[config.mk]
export PLATFORM = sky130hd
export DESIGN_NAME = pixclk_divider
export DESIGN_NICKNAME = d
export VERILOG_FILES = /design/src/rtl/pcd_pkg.sv /design/src/rtl/pcd_decode.sv /design/src/rtl/pcd_period.sv /design/src/rtl/pcd_wave.sv /design/src/rtl/pixclk_divider.sv
export SDC_FILE = /design/constraint.sdc
export NUM_CORES = 1
export LEC_CHECK = 0
export BUFFER_PORTS_ARGS = -buffer_cell sky130_fd_sc_hd__buf_4
export CAP_MARGIN = 10
export CORE_ASPECT_RATIO = 1.75
export CORE_MARGIN = 3
export CORE_UTILIZATION = 54
export CTS_CLUSTER_DIAMETER = 200
export CTS_CLUSTER_SIZE = 25
export DETAILED_ROUTE_END_ITERATION = 10
export MAX_ROUTING_LAYER = met4
export PLACE_DENSITY_LB_ADDON = 0.1
export SYNTH_ARGS = -nofsm -noshare
export SYNTH_HDL_FRONTEND = slang
export SYNTH_SLANG_ARGS = --single-unit
[constraint.sdc]
create_clock -name clk -period 4.2 [get_ports clk]
set_input_delay 0.42 -clock clk [delete_from_list [all_inputs] [get_ports clk]]
set_output_delay 0.42 -clock clk [all_outputs]
set_load 0.02 [all_outputs]
[src/rtl/pcd_pkg.sv]
// Shared constants for the pixel clock divider: default placement of the
// divisor slices and the bypass bit inside the control word, and the fixed
// offset added to the assembled field.
package pcd_pkg;
    localparam int unsigned CTRL_W_DEF  = 32;
    localparam int unsigned LO_POS_DEF  = 0;
    localparam int unsigned LO_W_DEF    = 5;
    localparam int unsigned HI_POS_DEF  = 27;
    localparam int unsigned HI_W_DEF    = 5;
    localparam int unsigned BYP_POS_DEF = 26;
    localparam int unsigned DIV_OFFSET  = 2;
endpackage

[src/rtl/pcd_decode.sv]
// Control word decoder.
// Joins the low and high divisor slices into one field, with the high slice
// placed directly above the low one, and adds the fixed offset. When the
// bypass bit is set, the field is ignored and the request is 1.
// Assumes: the slices and the bypass bit lie inside the word and do not overlap.
module pcd_decode
    import pcd_pkg::*;
#(
    parameter int unsigned CTRL_W  = CTRL_W_DEF,
    parameter int unsigned LO_POS  = LO_POS_DEF,
    parameter int unsigned LO_W    = LO_W_DEF,
    parameter int unsigned HI_POS  = HI_POS_DEF,
    parameter int unsigned HI_W    = HI_W_DEF,
    parameter int unsigned BYP_POS = BYP_POS_DEF,
    parameter int unsigned DIV_W   = LO_W + HI_W + 1
) (
    input  logic [CTRL_W-1:0] ctrl,
    output logic [DIV_W-1:0]  req_div
);
    localparam int unsigned FLD_W = LO_W + HI_W;

    logic [FLD_W-1:0] field;

    // Rebuild the contiguous divisor field from its two slices.
    assign field = {ctrl[HI_POS +: HI_W], ctrl[LO_POS +: LO_W]};

    // Pick divide-by-one in bypass, otherwise the field plus the offset.
    always_comb begin
        if (ctrl[BYP_POS]) begin
            req_div = DIV_W'(1);
        end else begin
            req_div = DIV_W'(field) + DIV_W'(DIV_OFFSET);
        end
    end
endmodule

[src/rtl/pcd_period.sv]
// Period counter.
// Counts reference cycles within one pixel period and holds the divisor in
// force. The requested divisor is loaded only on the last cycle of a period,
// and also during reset. The run flag marks that the first period has started.
// Assumes: req_div is never zero.
module pcd_period #(
    parameter int unsigned DIV_W = 11
) (
    input  logic             clk,
    input  logic             rst_n,
    input  logic [DIV_W-1:0] req_div,
    output logic [DIV_W-1:0] cnt,
    output logic [DIV_W-1:0] act_div,
    output logic             run
);
    logic last;

    // Final cycle of the running period.
    assign last = (cnt == act_div - DIV_W'(1));

    // Advance the in-period count; swap in the new divisor at the wrap.
    always_ff @(posedge clk) begin
        if (!rst_n) begin
            cnt     <= '0;
            act_div <= req_div;
            run     <= 1'b0;
        end else if (!run) begin
            run <= 1'b1;
        end else if (last) begin
            cnt     <= '0;
            act_div <= req_div;
        end else begin
            cnt <= cnt + DIV_W'(1);
        end
    end
endmodule

[src/rtl/pcd_wave.sv]
// Output shaper.
// Derives the period-start enable and the pixel clock waveform from the
// in-period count. The high phase lasts ceil(D/2) cycles, so an odd divisor
// gives a high phase one cycle longer than the low phase.
// Assumes: cnt < act_div while run is high.
module pcd_wave #(
    parameter int unsigned DIV_W = 11
) (
    input  logic [DIV_W-1:0] cnt,
    input  logic [DIV_W-1:0] act_div,
    input  logic             run,
    output logic             pix_en,
    output logic             pix_clk
);
    logic [DIV_W:0] hi_len;

    // Number of high cycles per period, rounded up.
    assign hi_len = ({1'b0, act_div} + (DIV_W+1)'(1)) >> 1;

    // Pulse at the start of each period; waveform high in the first part.
    always_comb begin
        pix_en  = run && (cnt == '0);
        pix_clk = run && ({1'b0, cnt} < hi_len);
    end
endmodule

[src/rtl/pixclk_divider.sv]
// Pixel clock divider with bypass (top).
// Decodes the split divisor field from the control word, counts periods of the
// reference clock, and produces a period-start enable, a pixel clock waveform
// and the active divisor for readback. Rate changes apply at period ends only.
// Assumes: ctrl is synchronous to clk; synchronous active-low reset.
module pixclk_divider
    import pcd_pkg::*;
#(
    parameter int unsigned CTRL_W  = CTRL_W_DEF,
    parameter int unsigned LO_POS  = LO_POS_DEF,
    parameter int unsigned LO_W    = LO_W_DEF,
    parameter int unsigned HI_POS  = HI_POS_DEF,
    parameter int unsigned HI_W    = HI_W_DEF,
    parameter int unsigned BYP_POS = BYP_POS_DEF
) (
    input  logic                 clk,
    input  logic                 rst_n,
    input  logic [CTRL_W-1:0]    ctrl,
    output logic                 pix_en,
    output logic                 pix_clk,
    output logic [LO_W+HI_W:0]   div_eff
);
    localparam int unsigned DIV_W = LO_W + HI_W + 1;

    logic [DIV_W-1:0] req_div;
    logic [DIV_W-1:0] cnt;
    logic [DIV_W-1:0] act_div;
    logic             run;

    pcd_decode #(
        .CTRL_W (CTRL_W),
        .LO_POS (LO_POS),
        .LO_W   (LO_W),
        .HI_POS (HI_POS),
        .HI_W   (HI_W),
        .BYP_POS(BYP_POS),
        .DIV_W  (DIV_W)
    ) u_decode (
        .ctrl   (ctrl),
        .req_div(req_div)
    );

    pcd_period #(
        .DIV_W(DIV_W)
    ) u_period (
        .clk    (clk),
        .rst_n  (rst_n),
        .req_div(req_div),
        .cnt    (cnt),
        .act_div(act_div),
        .run    (run)
    );

    pcd_wave #(
        .DIV_W(DIV_W)
    ) u_wave (
        .cnt    (cnt),
        .act_div(act_div),
        .run    (run),
        .pix_en (pix_en),
        .pix_clk(pix_clk)
    );

    // Readback of the divisor in force.
    assign div_eff = act_div;
endmodule

# Word level (Yosys, flattened, before mapping)
# Index checks and enable logic that the tools add are counted.
# totals
register_bits,23
input_bits,34
out_inout_bits,13
elab_cells,21
# op_classes
eq_ne,3
n_lt_le_gt_ge,1
muxes,6
n_reduce_logical,4
n_addsub,4
# op_table
cell,count
$mux 11,5
$add 11x1->12 const B,1
$add 10x2->11 const B,1
$add 11x1->11 const B,1
$eq 11x11->1,1
$logic_not 11->1,1
$lt 11x11->1,1
$sub 11x1->11 const B,1
$ne 2x1->1 const B,2
$logic_and 1x1->1,2
$reduce_and 2->1,1
$mux 1,1

# Logic depth before layout (Yosys ltp)
# logic_depth
ltp_word,5
depth_mapped,12

# Cells and area by module
# A second synthesis with hierarchy kept.
# unflattened
cells_unflattened,206
area_unflattened_um2,1824.2
# modules_own_cells
module,instances,cells_per_inst,area_per_inst_um2,seq_area_each_um2
pcd_period,1,120,1211.2,570.5
pcd_wave,1,54,416.6,0.0
pcd_decode,1,32,196.4,0.0

# Least setup slack after synthesis
# Ideal clock, no wire load.
# synth_timing
path_type,reg-to-reg
from,register u_period.act_div[0]
to,"register u_period.act_div[0], enable pin"
t_required_ps,3813
path_buffers,2
path_stages_with_launch,9
t_arrival_ps,2911
setup_slack_ps,902
setup_time_ps,387
synth_period_minus_slack_ps,3298
cell_sequence,edfxtp_1 > clkbuf_1 > inv_1 > ha_1 > buf_2 > nor2b_1 > o311a_1 > or4b_4 > o41ai_4
# synth_between
elab_chain_cells,4
# synth_rtl
element,line,source
from (decl),pcd_period.sv:13,"output logic [DIV_W-1:0] act_div,"
from (signal assigned),pcd_period.sv:25,act_div <= req_div;
from (signal assigned),pcd_period.sv:31,act_div <= req_div;
$sub 11x1->11,pcd_period.sv:19,assign last = (cnt == act_div - DIV_W'(1));
$eq 11x11->1,pcd_period.sv:19,
$ne 2x1->1 (no line),n/a,
$reduce_and 2->1 (no line),n/a,
# Every way passes these cells.
# A chain may end at the register's enable or synchronous reset.

# Worst setup path in the final report
# layout_timing
from,register u_period.act_div[4]
to,output port pix_clk
# layout_between
elab_chain_cells,3
# layout_rtl
element,line,source
$add 11x1->12,pcd_wave.sv:18,"assign hi_len = ({1'b0, act_div} + (DIV_W+1)'(1)) >> 1;"
$lt 11x11->1,pcd_wave.sv:23,"pix_clk = run && ({1'b0, cnt} < hi_len);"
$logic_and 1x1->1,pcd_wave.sv:23,
to (decl),pixclk_divider.sv:20,"output logic pix_clk,"
# Every way passes these cells.

==> reports/metrics.csv <==
stage,metric,value,unit
status,status,"complete, no violations",
grt,Total GRT Usage,0.248,
sta,Final Max Slew Viols,0,
sta,min Tclk post-route,3.54,ns
cells_and_area,Final Net Count,290,
setup_path,CP Max Fanout,7,
power,Worst VDD drop,0.257,mV
place,Placer Congestion,0.996,
routing,drc violations,0,
setup_path,WP depth,12,
floorplanning,Die Width,50.9,µm
setup_path,worst path arrival time,3.12,ns
setup_path,"Top cell by count, worst path",nand3_1,
synthesis,leading area contributor after synthesis,edfxtp_1,
setup_path,r2r worst-path depth,7,
setup_path,worst-path cell chain,nand3_1 -> nor2_1 -> nand2_1 -> nor3_1 -> nand3_1 -> xor2_1 -> ha_1 -> o21a_1 -> o211ai_1 -> o21ai_0 -> a21oi_1 -> buf_4,
cells_and_area,Post-Layout Cell Count,285,
setup_path,Critical path origin,u_period.act_div[4],
sta,Max transition margin,0.540,
clock_tree,PostCTS Resize Cnt,0,
cells_and_area,share of layout cells above drive strength 1,0.167,
flow_run,Max Cap Viol,0,
grt,largest net degree at the start of global routing,21,
clock_tree,CTS sink cnt,23,
sta,RSZ-0062 raised after global routing,false,
synthesis,Syn Std Cell Area,1910,µm²
clock_tree,H-tree levels,1,
routing,"antenna viol nets, final",0,
cells_and_area,Layout area overhead,13.7,%
routing,Vias per Instance,6.07,
synthesis,Yosys top cell area share,0.173,
setup_path,CP endpoint kind,primary output,
grt,vias in the first global route,1782,
place,post-DP HPWL,3.75,mm
synthesis,Synth Flop Type,dfxtp_1,
setup_path,Buf/Inv on CP,1,
sta,PnR worst setup slack,0.658,ns
cells_and_area,Antenna Cells,0,
setup_path,"slowest stage delay, CP",0.54,ns
grt,grt total ovfl,0,
power,Leakage,0.881,nW
synthesis,syn nets,268,
setup_path,R2R Path End,u_period.act_div[4],
setup_path,"delay-heaviest family, CP",simple AND/OR/NAND/NOR gates,
setup_path,WP data required,3.78,ns
synthesis,Synth async-reset ratio,0,
synthesis,sequential area share after synthesis,0.299,
sta,hold violation count in the final report,0,
power,Power Density,253,nW/µm²
grt,global-route wire length before repair,8.06,mm
sta,skew final,0.00453,ns
clock_tree,CTS Root Buffer Type,clkbuf_8,
place,PortBufs,25,
setup_path,CP Class,flop to primary output,
routing,Initial DRC Count,50,
sta,fin crit share,0.843,
routing,drt first pass iters,5,
clock_tree,clk_lat worst skew,0.26,ns
floorplanning,initial cell density of the core,0.561,
sta,worst slew pin tran,0.684,ns
floorplanning,Die Ht,84.6,µm
synthesis,"Avg Cell Area, Syn",8.71,µm²
floorplanning,I/O pin count,47,
power,overall power,0.000549,W
routing,vias,1730,
min_path,HP Class,input port to flop,
routing,post-DR wirelength/cell,16.1,µm
clock_tree,Num CTS Buffers,3,
place,setup slack at placement,0.974,ns
clock_tree,Worst-path clk slew,0.08,ns
setup_path,r2r startpoint,u_period.act_div[0],
clock_tree,TritonCTS clock tree,yes,
grt,initial antenna violation count,0,
sta,endpoints failing setup,0,
sta,f_max,282,MHz
synthesis,Synth area leaders,"edfxtp_1, dfxtp_1, ha_1, xor2_1, xnor2_1",
clock_tree,CTS Hold Bufs,0,
clock_tree,Post-CTS Setup Repair Bufs,0,
floorplanning,row count,28,
synthesis,Synthesis Warnings,0,
clock_tree,CTS max path bufs,2,
synthesis,Post-Syn Instances,219,
floorplanning,total die area,4310,µm²
setup_path,crit path to,pix_clk,
synthesis,Seq cells post-synth,23,
routing,DRT Wirelength,4.60,mm
synthesis,Post-synth EDFFs,11,
setup_path,r2r setup slk,1.20,ns
setup_path,type of origin of the critical path,flop,
place,placed insts,281,
setup_path,slowest library cell on the worst path,edfxtp_1,
sta,setup TNS,0,ns
synthesis,post-synth cell types,45,
floorplanning,core area,3400,µm²
sta,Final Hold Slack,0.338,ns
[synthesized netlist by cell type, drive strengths merged (2+ instances only)]
| cell type | instances |
|---|---|
| and3 | 3 |
| a31oi | 4 |
| nand4 | 9 |
| ha | 15 |
| clkbuf | 8 |
| o21bai | 2 |
| nor3 | 7 |
| nor2 | 19 |
| nand2b | 2 |
| or3 | 6 |
| a21o | 2 |
| dfxtp | 12 |
| nand2 | 10 |
| a41o | 2 |
| o21ai | 10 |
| xor2 | 17 |
| nor2b | 3 |
| edfxtp | 11 |
| inv | 11 |
| nand3 | 15 |
| a21oi | 7 |
| or2 | 4 |
| nor4 | 3 |
| a211oi | 4 |
| xnor2 | 13 |
| buf | 3 |
[metal layers]
metal | share of wire | up-vias | track usage
met2 | 0.55 | 56 | 0.443
met1 | 0.37 | 819 | 0.269
met3 | 0.032 | 16 | 0.0124
li1 | - | 839 | -
met5 | 0 | - | -
met4 | 0.039 | 0 | 0.123
[sequential cells by signal, summed over array words and instances, names as in the netlist]
name / count
u_period.act_div: 11
u_period.cnt: 11
u_period.run: 1
[metrics by stage]
step                      area [µm²]  utilization
after floorplan                 1910            -
after global placement          2120        0.624
after detailed placement        2120        0.624
after CTS                       2170        0.638
after global routing            2170        0.638
final                           2170        0.638
[area by class of cell]
cell class | instances | area, µm²
timing repair buffer | 28 | 210
multi-input combinational | 174 | 1240
clock inverter | 1 | 5.00
sequential | 23 | 571
fill | 316 | 1230
clock buffer | 3 | 41.3
tap | 45 | 56.3
inverter | 11 | 41.3
[worst min-delay path by stage]
stage	from	end	slack (ns)	cells past startpoint
2_1_floorplan	rst_n	u_period.run	0.45	0
3_5_place_dp	u_period.cnt[10]	u_period.cnt[10]	0.58	2
4_1_cts	rst_n	u_period.run	0.33	1
5_1_grt	rst_n	u_period.run	0.33	1
6_report	rst_n	u_period.run	0.34	1
3_3_place_gp	u_period.cnt[10]	u_period.cnt[10]	0.57	2
[cells by family after synthesis]
family	Yosys count	share of synthesized area
AO/OA/AOI/OAI	42	0.158
XOR/XNOR	31	0.150
adder cells (fa/ha/maj)	15	0.0984
buffers and inverters	22	0.0486
flip-flops	23	0.299
AND/OR/NAND/NOR	86	0.246
[cell usage in the layout, fill, tap and decap left out, types with 3 or more instances in the layout]
cell type	count
buf_4	28
nor2_1	19
xor2_1	17
nand3_1	15
ha_1	15
xnor2_1	13
dfxtp_1	12
inv_1	11
edfxtp_1	11
nand2_1	10
o21ai_0	10
nand4_1	9
nor3_1	7
a21oi_1	7
or3_1	6
or2_2	4
a31oi_1	4
a211oi_1	4
nor2b_1	3
and3_1	3
clkbuf_8	3
[power breakdown]
group	internal, W	switching (W)
logic	0.0000672	0.0000791
clock network	0.0000661	0.0000683
registers	0.000247	0.0000208
total	0.000381	0.000168
Note: power is estimated with default switching activity, not from simulation.
